<file path="src/rtl/pm_pkg.sv">
package pm_pkg;
    typedef enum logic [2:0] {
        PM_ACTIVE  = 3'd0,
        PM_PREALL  = 3'd1,
        PM_REFRESH = 3'd2,
        PM_PPD     = 3'd3,
        PM_APD     = 3'd4,
        PM_SREF    = 3'd5,
        PM_SRX     = 3'd6
    } pm_state_e;
endpackage

</file>
<file path="src/rtl/pm_refi_timer.sv">
module pm_refi_timer #(
    parameter int REFI = 1560
) (
    input  logic clk,
    input  logic rst_n,
    input  logic hold,
    input  logic served,
    output logic due
);
    localparam int CW = $clog2(REFI + 1);
    localparam logic [CW-1:0] LAST = CW'(REFI - 1);

    logic [CW-1:0] cnt;

    always_ff @(posedge clk or negedge rst_n) begin
        if (!rst_n) begin
            cnt <= '0;
            due <= 1'b0;
        end else if (hold) begin
            cnt <= '0;
            due <= 1'b0;
        end else if (cnt == LAST) begin
            cnt <= '0;
            due <= 1'b1;
        end else begin
            cnt <= cnt + 1'b1;
            if (served)
                due <= 1'b0;
        end
    end
endmodule

</file>
<file path="src/rtl/pm_xsr_timer.sv">
module pm_xsr_timer #(
    parameter int XSR = 200
) (
    input  logic clk,
    input  logic rst_n,
    input  logic run,
    output logic done
);
    localparam int CW = $clog2(XSR + 1);
    localparam logic [CW-1:0] LAST = CW'(XSR - 1);

    logic [CW-1:0] cnt;

    always_ff @(posedge clk or negedge rst_n) begin
        if (!rst_n)
            cnt <= '0;
        else if (run)
            cnt <= cnt + 1'b1;
        else
            cnt <= '0;
    end

    assign done = run && (cnt == LAST);
endmodule

</file>
<file path="src/rtl/pm_fsm.sv">
module pm_fsm
    import pm_pkg::*;
#(
    parameter int NBANK = 4
) (
    input  logic             clk,
    input  logic             rst_n,
    input  logic [NBANK-1:0] bank_open,
    input  logic             busy,
    input  logic             pd_req,
    input  logic             sr_req,
    input  logic             wake,
    input  logic             due,
    input  logic             xsr_done,
    output pm_state_e        state,
    output logic             cke,
    output logic             ref_cmd,
    output logic             pre_all
);
    pm_state_e state_n;
    logic      any_open;
    logic      lp_req;

    assign any_open = |bank_open;
    assign lp_req   = pd_req | sr_req;

    always_ff @(posedge clk or negedge rst_n) begin
        if (!rst_n)
            state <= PM_ACTIVE;
        else
            state <= state_n;
    end

    always_comb begin
        state_n = state;
        unique case (state)
            PM_ACTIVE: begin
                if (busy)
                    state_n = PM_ACTIVE;
                else if (due)
                    state_n = any_open ? PM_PREALL : PM_REFRESH;
                else if (sr_req && !any_open)
                    state_n = PM_SREF;
                else if (lp_req)
                    state_n = any_open ? PM_APD : PM_PPD;
            end
            PM_PREALL:  state_n = PM_REFRESH;
            PM_REFRESH: state_n = PM_ACTIVE;
            PM_PPD, PM_APD: begin
                if (due || !lp_req)
                    state_n = PM_ACTIVE;
            end
            PM_SREF: begin
                if (wake)
                    state_n = PM_SRX;
            end
            PM_SRX: begin
                if (xsr_done)
                    state_n = PM_ACTIVE;
            end
            default: state_n = PM_ACTIVE;
        endcase
    end

    always_comb begin
        cke     = 1'b1;
        ref_cmd = 1'b0;
        pre_all = 1'b0;
        unique case (state)
            PM_PREALL:      pre_all = 1'b1;
            PM_REFRESH:     ref_cmd = 1'b1;
            PM_PPD, PM_APD: cke     = 1'b0;
            PM_SREF:        cke     = wake;
            default:        cke     = 1'b1;
        endcase
    end
endmodule

</file>
<file path="src/rtl/refresh_power_ctl.sv">
module refresh_power_ctl
    import pm_pkg::*;
#(
    parameter int NBANK   = 4,
    parameter int CLK_MHZ = 200,
    parameter int REFI_NS = 7800,
    parameter int XSR_CYC = 200
) (
    input  logic             clk,
    input  logic             rst_n,
    input  logic [NBANK-1:0] bank_open,
    input  logic             busy,
    input  logic             pd_req,
    input  logic             sr_req,
    input  logic             wake,
    output logic             cke,
    output logic             ref_cmd,
    output logic             pre_all,
    output logic [2:0]       pstate
);
    localparam int REFI = (CLK_MHZ * REFI_NS) / 1000;

    pm_state_e state;
    logic      due;
    logic      xsr_done;
    logic      in_sleep;
    logic      in_exit;

    assign in_exit  = (state == PM_SRX);
    assign in_sleep = (state == PM_SREF) || in_exit;
    assign pstate   = state;

    pm_refi_timer #(.REFI(REFI)) u_refi (
        .clk    (clk),
        .rst_n  (rst_n),
        .hold   (in_sleep),
        .served (ref_cmd),
        .due    (due)
    );

    pm_xsr_timer #(.XSR(XSR_CYC)) u_xsr (
        .clk   (clk),
        .rst_n (rst_n),
        .run   (in_exit),
        .done  (xsr_done)
    );

    pm_fsm #(.NBANK(NBANK)) u_fsm (
        .clk       (clk),
        .rst_n     (rst_n),
        .bank_open (bank_open),
        .busy      (busy),
        .pd_req    (pd_req),
        .sr_req    (sr_req),
        .wake      (wake),
        .due       (due),
        .xsr_done  (xsr_done),
        .state     (state),
        .cke       (cke),
        .ref_cmd   (ref_cmd),
        .pre_all   (pre_all)
    );
endmodule

</file>
<file path="config.mk">
export PLATFORM = sky130hd
export DESIGN_NAME = refresh_power_ctl
export DESIGN_NICKNAME = d
export VERILOG_FILES = /design/src/rtl/pm_pkg.sv /design/src/rtl/pm_refi_timer.sv /design/src/rtl/pm_xsr_timer.sv /design/src/rtl/pm_fsm.sv /design/src/rtl/refresh_power_ctl.sv
export SDC_FILE = /design/constraint.sdc
export NUM_CORES = 1
export LEC_CHECK = 0
export BUFFER_PORTS_ARGS = -buffer_cell sky130_fd_sc_hd__buf_2
export CORE_MARGIN = 5
export CORE_UTILIZATION = 25
export DETAILED_ROUTE_END_ITERATION = 7
export SKIP_CTS_REPAIR_TIMING = 1
export SLEW_MARGIN = 25
export SYNTH_ARGS = -nofsm -noshare
export SYNTH_HDL_FRONTEND = slang
export SYNTH_SLANG_ARGS = --single-unit
</file>
<file path="constraint.sdc">
create_clock -name clk -period 4.6 [get_ports clk]
set_input_delay 0.92 -clock clk [delete_from_list [all_inputs] [get_ports clk]]
set_output_delay 0.92 -clock clk [all_outputs]
set_load 0.02 [all_outputs]
</file>
# Word-level counts from Yosys, hierarchy flattened
# Cells that the tools add are included.
# W data, S select, Z words.
# word_totals
wordCells,49
in_bits,10
ff_bits,23
# op_classes
n_bitwise,1
addsub,2
reduce_logical,11
n_eq_ne,12
muxes,19
# ops
operator,n
$mux W3,8
$mux W11,2
$pmux W3 S5,1
$add A11 B1 Y11 const B,1
$eq A11 B11 Y1 const B,1
$eq A3 B3 Y1 const B,3
$add A8 B1 Y8 const B,1
$eq A8 B8 Y1 const B,1
$mux W8,1
$eq A3 B2 Y1 const B,2
$mux W1,5
$ne A5 B3 Y1 const B,1
$ne A2 B1 Y1 const B,2
$reduce_and A4 Y1,1
$reduce_or A4 Y1,1
$eq A3 B1 Y1 const B,1
$logic_not A3 Y1,1
$reduce_bool A3 Y1,1
$logic_and A1 B1 Y1,2
$logic_not A1 Y1,2
$logic_or A1 B1 Y1,2
$mux W2,1
$ne A2 B2 Y1 const B,1
$pmux W1 S2,1
2 further kinds,2

# Depth between registers and ports, before layout
# Gate-level depths: netlist of the first run.
# depth
word_depth,7
mapped_depth,5
depth_no_buf,5

# By module
# A second synthesis of the first run with hierarchy kept.
# hier_totals
cells_unflattened,132
hier_area_um2,1298.7
# modules_own_cells
mod,instances,seq_area_each_um2,area_per_inst_um2,cells_each
pm_refi_timer,1,300.3,596.8,58
pm_xsr_timer,1,200.2,394.1,37
pm_fsm,1,75.1,285.3,33
refresh_power_ctl,1,0.0,22.5,4

# Worst setup path before layout of the first run
# No wires, ideal clock.
# synth_path
path_kind,register to output
from,register u_fsm.state[1]
to,output ref_cmd
arrival_time_ps,1295
n_path_buf,1
stages_incl_launch_ff,4
path_slack_ps,2385
t_required_ps,3680
path_cell_list,dfrtp_1 -> buf_2 -> inv_1 -> nor3_1
# synth_between
elab_chain_len,2
# synth_lines
item,line_no,source
start: declaration,pm_fsm.sv:15,"output pm_state_e state,"
start signal: assignment,pm_fsm.sv:31,state <= state_n;
$eq A3 B2 Y1,pm_fsm.sv:69,unique case (state)
$mux W1,pm_fsm.sv:69,
end: declaration,refresh_power_ctl.sv:17,"output logic ref_cmd,"
# No other way between the ends.

# Worst setup path in the final report of the first run
# layout_path
from,register u_fsm.state[2]
to,output cke
# layout_between
elab_chain_len,3
word_cells_on_any_way,5
classes_between,eq/ne: 3; mux: 1; reduce/logical: 1
# layout_lines
item,line_no,source
$eq A3 B2 Y1 or $eq A3 B3 Y1 (tied branches),pm_fsm.sv:69,
$reduce_or A2 Y1,pm_fsm.sv:69,
$pmux W1 S2 *,pm_fsm.sv:69,
end: declaration,refresh_power_ctl.sv:16,"output logic cke,"
# Mark *: on every way between the ends. The rest lies on a longest branch, timed or not.

==> results of run 1 <==
==> cells in the mapped netlist (all sizes together), types with 2 or more instances <==
cell type  number  area, um^2
dfrtp          23       575.6
nor2           19       71.32
xor2           10       87.58
a21oi           8       40.04
nand2           7       28.78
nand3           7       35.03
inv             5       18.77
or4             5       41.29
nor3            4       20.02
o21ai           4       20.02
xnor2           4       35.03
a2111oi         3       32.53
and3            3       20.02
nand4           3       18.77
a211oi          2       15.01
and4            2       17.52
clkbuf          2       8.750
ha              2       25.02
nor4            2       12.51
==> power by group through the flow <==
stage / Combinational (mW) / Sequential (mW) / Clock (mW)
2_1_floorplan: 0.109 / 0.278 / 0
3_3_place_gp: 0.135 / 0.292 / 0
3_5_place_dp: 0.136 / 0.293 / 0
4_1_cts: 0.137 / 0.289 / 0.129
5_1_grt: 0.156 / 0.299 / 0.139
6_report: 0.134 / 0.289 / 0.127
==> critical path: stages (launching register included) <==
cell	delay [ps]
dfrtp_1	640
nand2b_1	220
a21oi_1	160
nor2_1	50
buf_2	160
==> state kept, by name (all words and copies together) (netlist names) <==
register	flops
u_fsm.state	3
u_xsr.cnt	8
u_refi.due	1
u_refi.cnt	11
==> area by class of cell <==
cell class / instances / area [um^2] / share of cell area, %
well taps: 67 / 83.83 / 5.898
multi-input cells: 97 / 621.8 / 43.75
clock buffers: 3 / 41.29 / 2.905
flip-flops and latches: 23 / 575.6 / 40.49
inverters: 5 / 18.77 / 1.320
repair buffers: 15 / 75.07 / 5.282
clock inverters: 1 / 5.005 / 0.3521
==> cell families after synthesis <==
kind of cell               count (synthesis)
AOI/OAI and AO/OA                         22
xor gates and xnor gates                  14
adders and majority gates                  2
buffers and inverters                      8
DFF                                       23
muxes                                      1
and+or+nand+nor                           58
==> worst paths after layout <==
check / end / cells after the start / start
worst max-delay path: cke / 4 / u_fsm.state[2]$_DFFE_PN0P_
worst min-delay path: u_xsr.cnt[0]$_DFF_PN0_ / 1 / u_xsr.cnt[0]$_DFF_PN0_
worst max register to register: u_fsm.state[2]$_DFFE_PN0P_ / 4 / u_fsm.state[1]$_DFFE_PN0P_
worst min register to register: u_xsr.cnt[0]$_DFF_PN0_ / 1 / u_xsr.cnt[0]$_DFF_PN0_
max in group asynchronous: u_refi.cnt[4]$_DFF_PN0_ / 1 / rst_n
min in group asynchronous: u_refi.cnt[8]$_DFF_PN0_ / 1 / rst_n
==> routing by layer <==
layer / track usage (%) / up-vias / part of all wire [%]
met5: 0 / - / 0
li1: - / 494 / -
met1: 12.23 / 464 / 51
met4: 4.054 / 0 / 2.2
met2: 13.08 / 45 / 41
met3: 1.794 / 5 / 5.5
==> impl_metrics.tcl, run 1 <==
set metrics [dict create \
    cts_tree "yes" \
    gp_congestion 0.8233 \
    first_global_vias 989 \
    ctsHtreeMaxLevel 1 \
    finalInstanceArea_mm2 0.001421 \
    clock-sinks 23 \
    dieWidth_um 80.14 \
    synthDistinctLibCells 37 \
    switchingPower_uw 190.3 \
    ant_nets 0 \
    fin_ws_ps 2184 \
    synth_edf_count 0 \
    max_clock_freq_ghz 0.4140 \
    period_share_pct 52.51 \
    setup-tns-final_ps 0 \
    grt_max_degree 24 \
    start_util_pct 25.87 \
    synth_compound_area_share_pct 12.51 \
    final_layout_size_suffix_gt1_share_pct 18.75 \
    cp_data_required_time_ps 3680 \
    core_mm2 0.004755 \
    antenna_found_initial 0 \
    fin_worst_skew_ps 4.597 \
    mostFrequentLayoutCell "dfrtp_1" \
    die_area_mm2 0.006422 \
    netlist_instances 128 \
    synth_nets 140 \
    synth_top_family_by_area "simple AND/OR/NAND/NOR gates" \
    ys_seq_area_share_pct 46.80 \
    switching_share_pct 34.57 \
    worstSetupEndpointType "primary output" \
    relSlewSlack_pct 66.40 \
    setup.worst_path.start_class "flip-flop" \
    worstMarginPinSlew_ps 503.9 \
    num_rows 25 \
    io_pins 16 \
    post-route-util_pct 29.89 \
    period_minus_slack_ps 2416 \
    finalHoldWorstSlack_ps 456.5 \
    syn_area_per_cell_um2 9.609 \
    grt_pass1_wl_um 4602 \
    yosys.area_share.simple_pct 25.23 \
    num_vias 1008 \
    status "finished clean" \
    instances_no_fill 211 \
    crit_arrival_ps 1500 \
    num_antenna_cells 0 \
    p_leak_nw 0.6118 \
    power_uw 550.4 \
    nNetsFinal 157 \
    die_h_um 80.14 \
    drcViolationCount 0 \
    seq_power_share_pct 52.6 \
    clock-root-buffer "clkbuf_8" \
    yosysWarnings 0 \
    area_growth_pct 15.56 \
    critical_path_class "reg -> out" \
    first_pass_iters 5 \
    placed_cell_area_mm2 0.001375 \
    portBuffers 15 \
    rsz0062_at_grt "false" \
    power_density_mw_per_mm2 387.2 \
    synthArstFlopShare_pct 100.0 \
    synth_xor_area_share_pct 9.969 \
    first_iter_violations 67 \
    power_frac_clock_pct 23.0 \
    mostFrequentLayoutCells "dfrtp_1, nor2_1, buf_2" \
    crit_fanout 15 \
    place_ws_ps 2254 \
    syn_area_mm2 0.001230 \
    clockBufferDepth 2 \
    drv_cap 0 \
    wirelength_um 2408 \
    ff2ff_setup_slack_ps 2720 \
    viasPerCell 4.777 \
    ys_seq_elements 23 \
    vdd_ir_drop_max_v 0.0001400 \
    post-dp-hpwl_um 1718 \
    hold_violations 0 \
    dp.cells 207 \
    hold_path.class "reg -> reg" \
    clk_pin_slew_worst_paths_ps 80 \
    p_comb_share_pct 24.4 \
    ys.flop_type "dfrtp_1" \
    slew_violations 0 \
    synth_mux_area_share_pct 0.8138 \
    p_int_uw 360.1 \
    gr-total-overflow 0 \
    synth-adder-area-share_pct 2.035 \
    setup_viol 0 \
    cts_inserted_buffers 3 \
    wl_per_cell_um 11.41 \
    grt_usage_pct 8.830 \
    fillCellCount 521 \
    clkLatencyLatePin_ps 270 \
]
Note: power is estimated with default switching activity, not from simulation.
==> inputs of run 2 (changes only) <==
Settings changed: ABC_AREA from default to 1.
Clock period 4.6 ns to 2.55 ns, I/O delays scaled along.
==> impl_metrics.tcl, run 2 <==
set metrics [dict create \
    final_layout_size_suffix_gt1_share_pct 17.53 \
    grt_max_degree 24 \
    relSlewSlack_pct 64.74 \
    critical_path_class "reg -> out" \
    switching_share_pct 39.11 \
    post-dp-hpwl_um 1918 \
    num_rows 26 \
    seq_power_share_pct 47.3 \
    p_int_uw 677.7 \
    power_mw 1.113 \
    crit_arrival_ps 1320 \
    switchingPower_uw 435.3 \
    synth_nets 187 \
    start_util_pct 25.52 \
    mostFrequentLayoutCell "nand2_1" \
    worstMarginPinSlew_ps 528.9 \
    ys_seq_elements 23 \
    die_h_um 81.97 \
    setup-tns-final_ps 0 \
    num_vias 1133 \
    clock-sinks 23 \
    cp_data_required_time_ps 2040 \
    instances_no_fill 264 \
    power_density_mw_per_mm2 740.0 \
    ctsHtreeMaxLevel 1 \
    cts_inserted_buffers 3 \
    io_pins 16 \
    first_global_vias 1061 \
    synthArstFlopShare_pct 100.0 \
    antenna_found_initial 0 \
    clockBufferDepth 2 \
    clock-root-buffer "clkbuf_8" \
    crit_fanout 7 \
    largest_reg_flops 11 \
    p_comb_share_pct 32.0 \
    core_mm2 0.005075 \
    regMostFlops "u_refi.cnt" \
    placed_cell_area_mm2 0.001458 \
    dieWidth_um 81.97 \
    rsz0062_at_grt "false" \
    gp_congestion 0.8486 \
    drcViolationCount 0 \
    die_area_mm2 0.006719 \
    hold_violations 0 \
    setup_viol 0 \
    post-route-util_pct 29.64 \
    synth_top_area_cell "dfrtp_1" \
    hold_path.class "in -> async" \
    dp.cells 260 \
    slew_violations 0 \
    portBuffers 15 \
    netlist_instances 175 \
    setup.worst_path.start_class "flip-flop" \
    largestRegisters "u_refi.cnt: 11 flops, u_xsr.cnt: 8 flops, u_fsm.state: 3 flops" \
    yosysWarnings 0 \
    slowest_stage "dfrtp_1" \
    period_share_pct 71.88 \
    ff2ff_setup_slack_ps 1070 \
    vdd_ir_drop_max_v 0.0002649 \
    fillCellCount 572 \
    netlist_top_cells_area "dfrtp_1, nand2_1, nor2_1" \
    fin_worst_skew_ps 7.668 \
    gr-total-overflow 0 \
    ant_nets 0 \
    drv_cap 0 \
    max_clock_freq_ghz 0.5456 \
    num_antenna_cells 0 \
    nNetsFinal 207 \
    grt_pass1_wl_um 4581 \
    grt_usage_pct 8.496 \
    first_pass_iters 6 \
    mostFrequentLayoutCells "nand2_1, nor2_1, dfrtp_1" \
    synth_edf_count 0 \
    ys_seq_area_share_pct 44.44 \
    area_growth_pct 16.14 \
    wl_per_cell_um 9.515 \
    power_frac_clock_pct 20.7 \
    clkLatencyLatePin_ps 270 \
    p_leak_nw 0.7526 \
    yosysMostFrequentCell "nand2_1" \
    status "finished clean" \
    finalInstanceArea_mm2 0.001504 \
    crit_chain "nor3_1 -> buf_2" \
    yosys.area.top_type_share_pct 44.44 \
    viasPerCell 4.292 \
    period_minus_slack_ps 1833 \
    worstSetupEndpointType "primary output" \
    wirelength_um 2512 \
    cts_tree "yes" \
    synthDistinctLibCells 19 \
    slowest_delay_ps 490 \
    syn_area_per_cell_um2 7.400 \
    syn_area_mm2 0.001295 \
    clk_pin_slew_worst_paths_ps 90 \
    ys.flop_type "dfrtp_1" \
    first_iter_violations 64 \
    synth_commonest_cells "nand2_1, nor2_1, dfrtp_1" \
]
## run 2: cell type report
| cell class | instances | area [um^2] | area share, % |
|---|---|---|---|
| tap | 70 | 87.58 | 5.824 |
| clock inverter | 1 | 5.005 | 0.3328 |
| timing repair buffer | 15 | 75.07 | 4.992 |
| inverter | 23 | 86.33 | 5.740 |
| sequential | 23 | 575.6 | 38.27 |
| clock buffer | 3 | 41.29 | 2.745 |
| multi-input combinational | 129 | 633.1 | 42.10 |
## run 2: cell families (layout without fill, tap and decap cells)
| logic type | count (synthesis) | in the layout | synth area share (%) |
|---|---|---|---|
| fa+ha+maj | 2 | 2 | 1.932 |
| buf+inv | 23 | 42 | 6.666 |
| compound gates | 15 | 15 | 6.376 |
| xor+xnor | 4 | 4 | 2.705 |
| simple gates | 108 | 108 | 37.88 |
| flops | 23 | 23 | 44.44 |
## run 2: power by group through the flow
stage | Combinational, mW | Sequential, mW | Clock, mW
2_1_floorplan | 0.267 | 0.525 | 0
4_1_cts | 0.360 | 0.526 | 0.245
3_3_place_gp | 0.353 | 0.533 | 0
3_5_place_dp | 0.357 | 0.531 | 0
5_1_grt | 0.414 | 0.540 | 0.256
6_report | 0.356 | 0.526 | 0.230
## run 2: final timing paths
kind	from	end	depth (start not counted)
min	rst_n	u_xsr.cnt[2]$_DFF_PN0_	1
max	u_fsm.state[0]$_DFFE_PN0P_	ref_cmd	2
max reg2reg	u_refi.cnt[0]$_DFF_PN0_	u_refi.cnt[8]$_DFF_PN0_	8
min in group clk	u_xsr.cnt[0]$_DFF_PN0_	u_xsr.cnt[0]$_DFF_PN0_	1
min reg2reg	u_xsr.cnt[0]$_DFF_PN0_	u_xsr.cnt[0]$_DFF_PN0_	1
max in group asynchronous	rst_n	u_refi.cnt[10]$_DFF_PN0_	1
## run 2: metal layers
metal  wire [um]  GRT usage [%]  up-vias
met2        1218          14.22       24
met3         128          2.961        0
met1        1165          10.97      515
met4           0         0.6645        0
li1            -              -      594
met5           0              0        -
## run 2: worst max-delay path, delay by kind of cell (launching register included)
| family | cells | cell delay (ps) |
|---|---|---|
| buffers and inverters | 1 | 230 |
| flip-flops | 1 | 490 |
| AND/OR/NAND/NOR | 1 | 340 |
## run 2: stage by stage
| step | setup slack, ps | hold WS (ps) |
|---|---|---|
| floorplan | 926.7 | 214.4 |
| CTS | 729.7 | 224.6 |
| detailed placement | 1049 | 464.9 |
| finish | 717.0 | 205.0 |
| global placement | 1052 | 454.8 |
| global route | 604.6 | 253.7 |
==> inputs of run 3 (changes only) <==
Clock period 2.55 ns to 1.8 ns, I/O delays scaled along.
==> impl_metrics.tcl, run 3 (synthesized netlist as in run 2, its figures left out) <==
set metrics [dict create \
    dieWidth_um 81.97 \
    vdd_ir_drop_max_v 0.0004404 \
    clock-root-buffer "clkbuf_8" \
    num_rows 26 \
    relSlewSlack_pct 65.77 \
    p_comb_share_pct 32.1 \
    placed_cell_area_mm2 0.001458 \
    cp_data_required_time_ps 1440 \
    first_global_vias 1070 \
    cts_tree "yes" \
    ctsHtreeMaxLevel 1 \
    p_int_uw 961.0 \
    instances_no_fill 264 \
    power_mw 1.583 \
    crit_fanout 4 \
    max_clock_freq_ghz 0.6086 \
    num_vias 1099 \
    clkLatencyLatePin_ps 270 \
    post-dp-hpwl_um 1886 \
    status "finished clean" \
    ff2ff_setup_slack_ps 380 \
    finalHoldWorstSlack_ps 55.83 \
    power_frac_clock_pct 20.6 \
    fin_ws_ps 156.9 \
    worstMarginPinSlew_ps 513.4 \
    period_share_pct 91.28 \
    setup.worst_path.start_class "flip-flop" \
    clockBufferDepth 2 \
    num_antenna_cells 0 \
    dp.cells 260 \
    power_density_mw_per_mm2 1051 \
    slew_violations 0 \
    hold_path.class "in -> async" \
    crit_arrival_ps 1280 \
    area_growth_pct 16.23 \
    drv_cap 0 \
    clk_pin_slew_worst_paths_ps 80 \
    drcViolationCount 0 \
    fin_worst_skew_ps 2.338 \
    setup-tns-final_ps 0 \
    worstSetupEndpointType "primary output" \
    portBuffers 15 \
    gp_congestion 0.8409 \
    p_leak_nw 0.7510 \
    die_h_um 81.97 \
    grt_usage_pct 8.743 \
    first_pass_iters 4 \
    cts_inserted_buffers 3 \
    largest_reg_flops 11 \
    clock-sinks 23 \
    gr-total-overflow 0 \
    mostFrequentLayoutCell "nand2_1" \
    regToRegEndpoint "u_refi.cnt[8]$_DFF_PN0_" \
    ant_nets 0 \
    wirelength_um 2473 \
    rsz0062_at_grt "false" \
    first_iter_violations 59 \
    place_ws_ps 409.0 \
    post-route-util_pct 29.66 \
    finalInstanceArea_mm2 0.001505 \
    die_area_mm2 0.006719 \
    io_pins 16 \
    critical_path_class "reg -> out" \
    switching_share_pct 39.27 \
    antenna_found_initial 0 \
    wl_per_cell_um 9.367 \
    seq_power_share_pct 47.3 \
    grt_pass1_wl_um 4588 \
    viasPerCell 4.163 \
    grt_max_degree 24 \
    hold_violations 0 \
    nNetsFinal 207 \
    core_mm2 0.005075 \
    mostFrequentLayoutCells "nand2_1, nor2_1, dfrtp_1" \
    setup_viol 0 \
    start_util_pct 25.52 \
    largestRegisters "u_refi.cnt: 11 flops, u_xsr.cnt: 8 flops, u_fsm.state: 3 flops" \
    period_minus_slack_ps 1643 \
    worstRegToRegCells 9 \
    final_layout_size_suffix_gt1_share_pct 18.04 \
    regMostFlops "u_refi.cnt" \
    switchingPower_uw 621.5 \
    r2r-start "u_refi.cnt[0]$_DFF_PN0_" \
]
## run 3: routing by layer
metal  global-route usage [%]  share of wire, %
met3                    2.961               3.6
met1                    11.42                50
met5                        0                 0
met2                    13.73                46
met4                    2.326              0.16
## run 3: cell type report
type	instances	area [um^2]
flip-flops and latches	23	576.8
well taps	70	87.58
repair buffers	15	75.07
clock inverters	1	5.005
inverters	23	86.33
multi-input cells	129	633.1
fillers	567	3570
clock buffers	3	41.29
## run 3: worst max path at each step
| stage | start | to | cells past startpoint |
|---|---|---|---|
| after CTS | u_fsm.state[0]$_DFFE_PN0P_ | cke | 4 |
| after global routing | u_fsm.state[2]$_DFFE_PN0P_ | cke | 5 |
| after global placement | u_fsm.state[0]$_DFFE_PN0P_ | u_refi.cnt[10]$_DFF_PN0_ | 6 |
| after detailed placement | u_refi.cnt[0]$_DFF_PN0_ | u_refi.cnt[8]$_DFF_PN0_ | 9 |
| final | u_fsm.state[1]$_DFFE_PN0P_ | cke | 5 |
| after floorplan | u_fsm.state[0]$_DFFE_PN0P_ | u_refi.due$_DFFE_PN0P_ | 3 |
## run 3: critical path: stages, from the launching register on
cell	delay (ps)
dfrtp_1	430
inv_2	120
nand2_2	70
nor2_2	150
a21oi_1	90
buf_2	160
## run 3: power by group through the flow
stage,logic [mW],registers [mW],clock network (mW)
5_1_grt,0.602,0.766,0.373
3_3_place_gp,0.508,0.759,0
3_5_place_dp,0.511,0.755,0
6_report,0.508,0.749,0.326
2_1_floorplan,0.378,0.744,0
4_1_cts,0.513,0.746,0.344
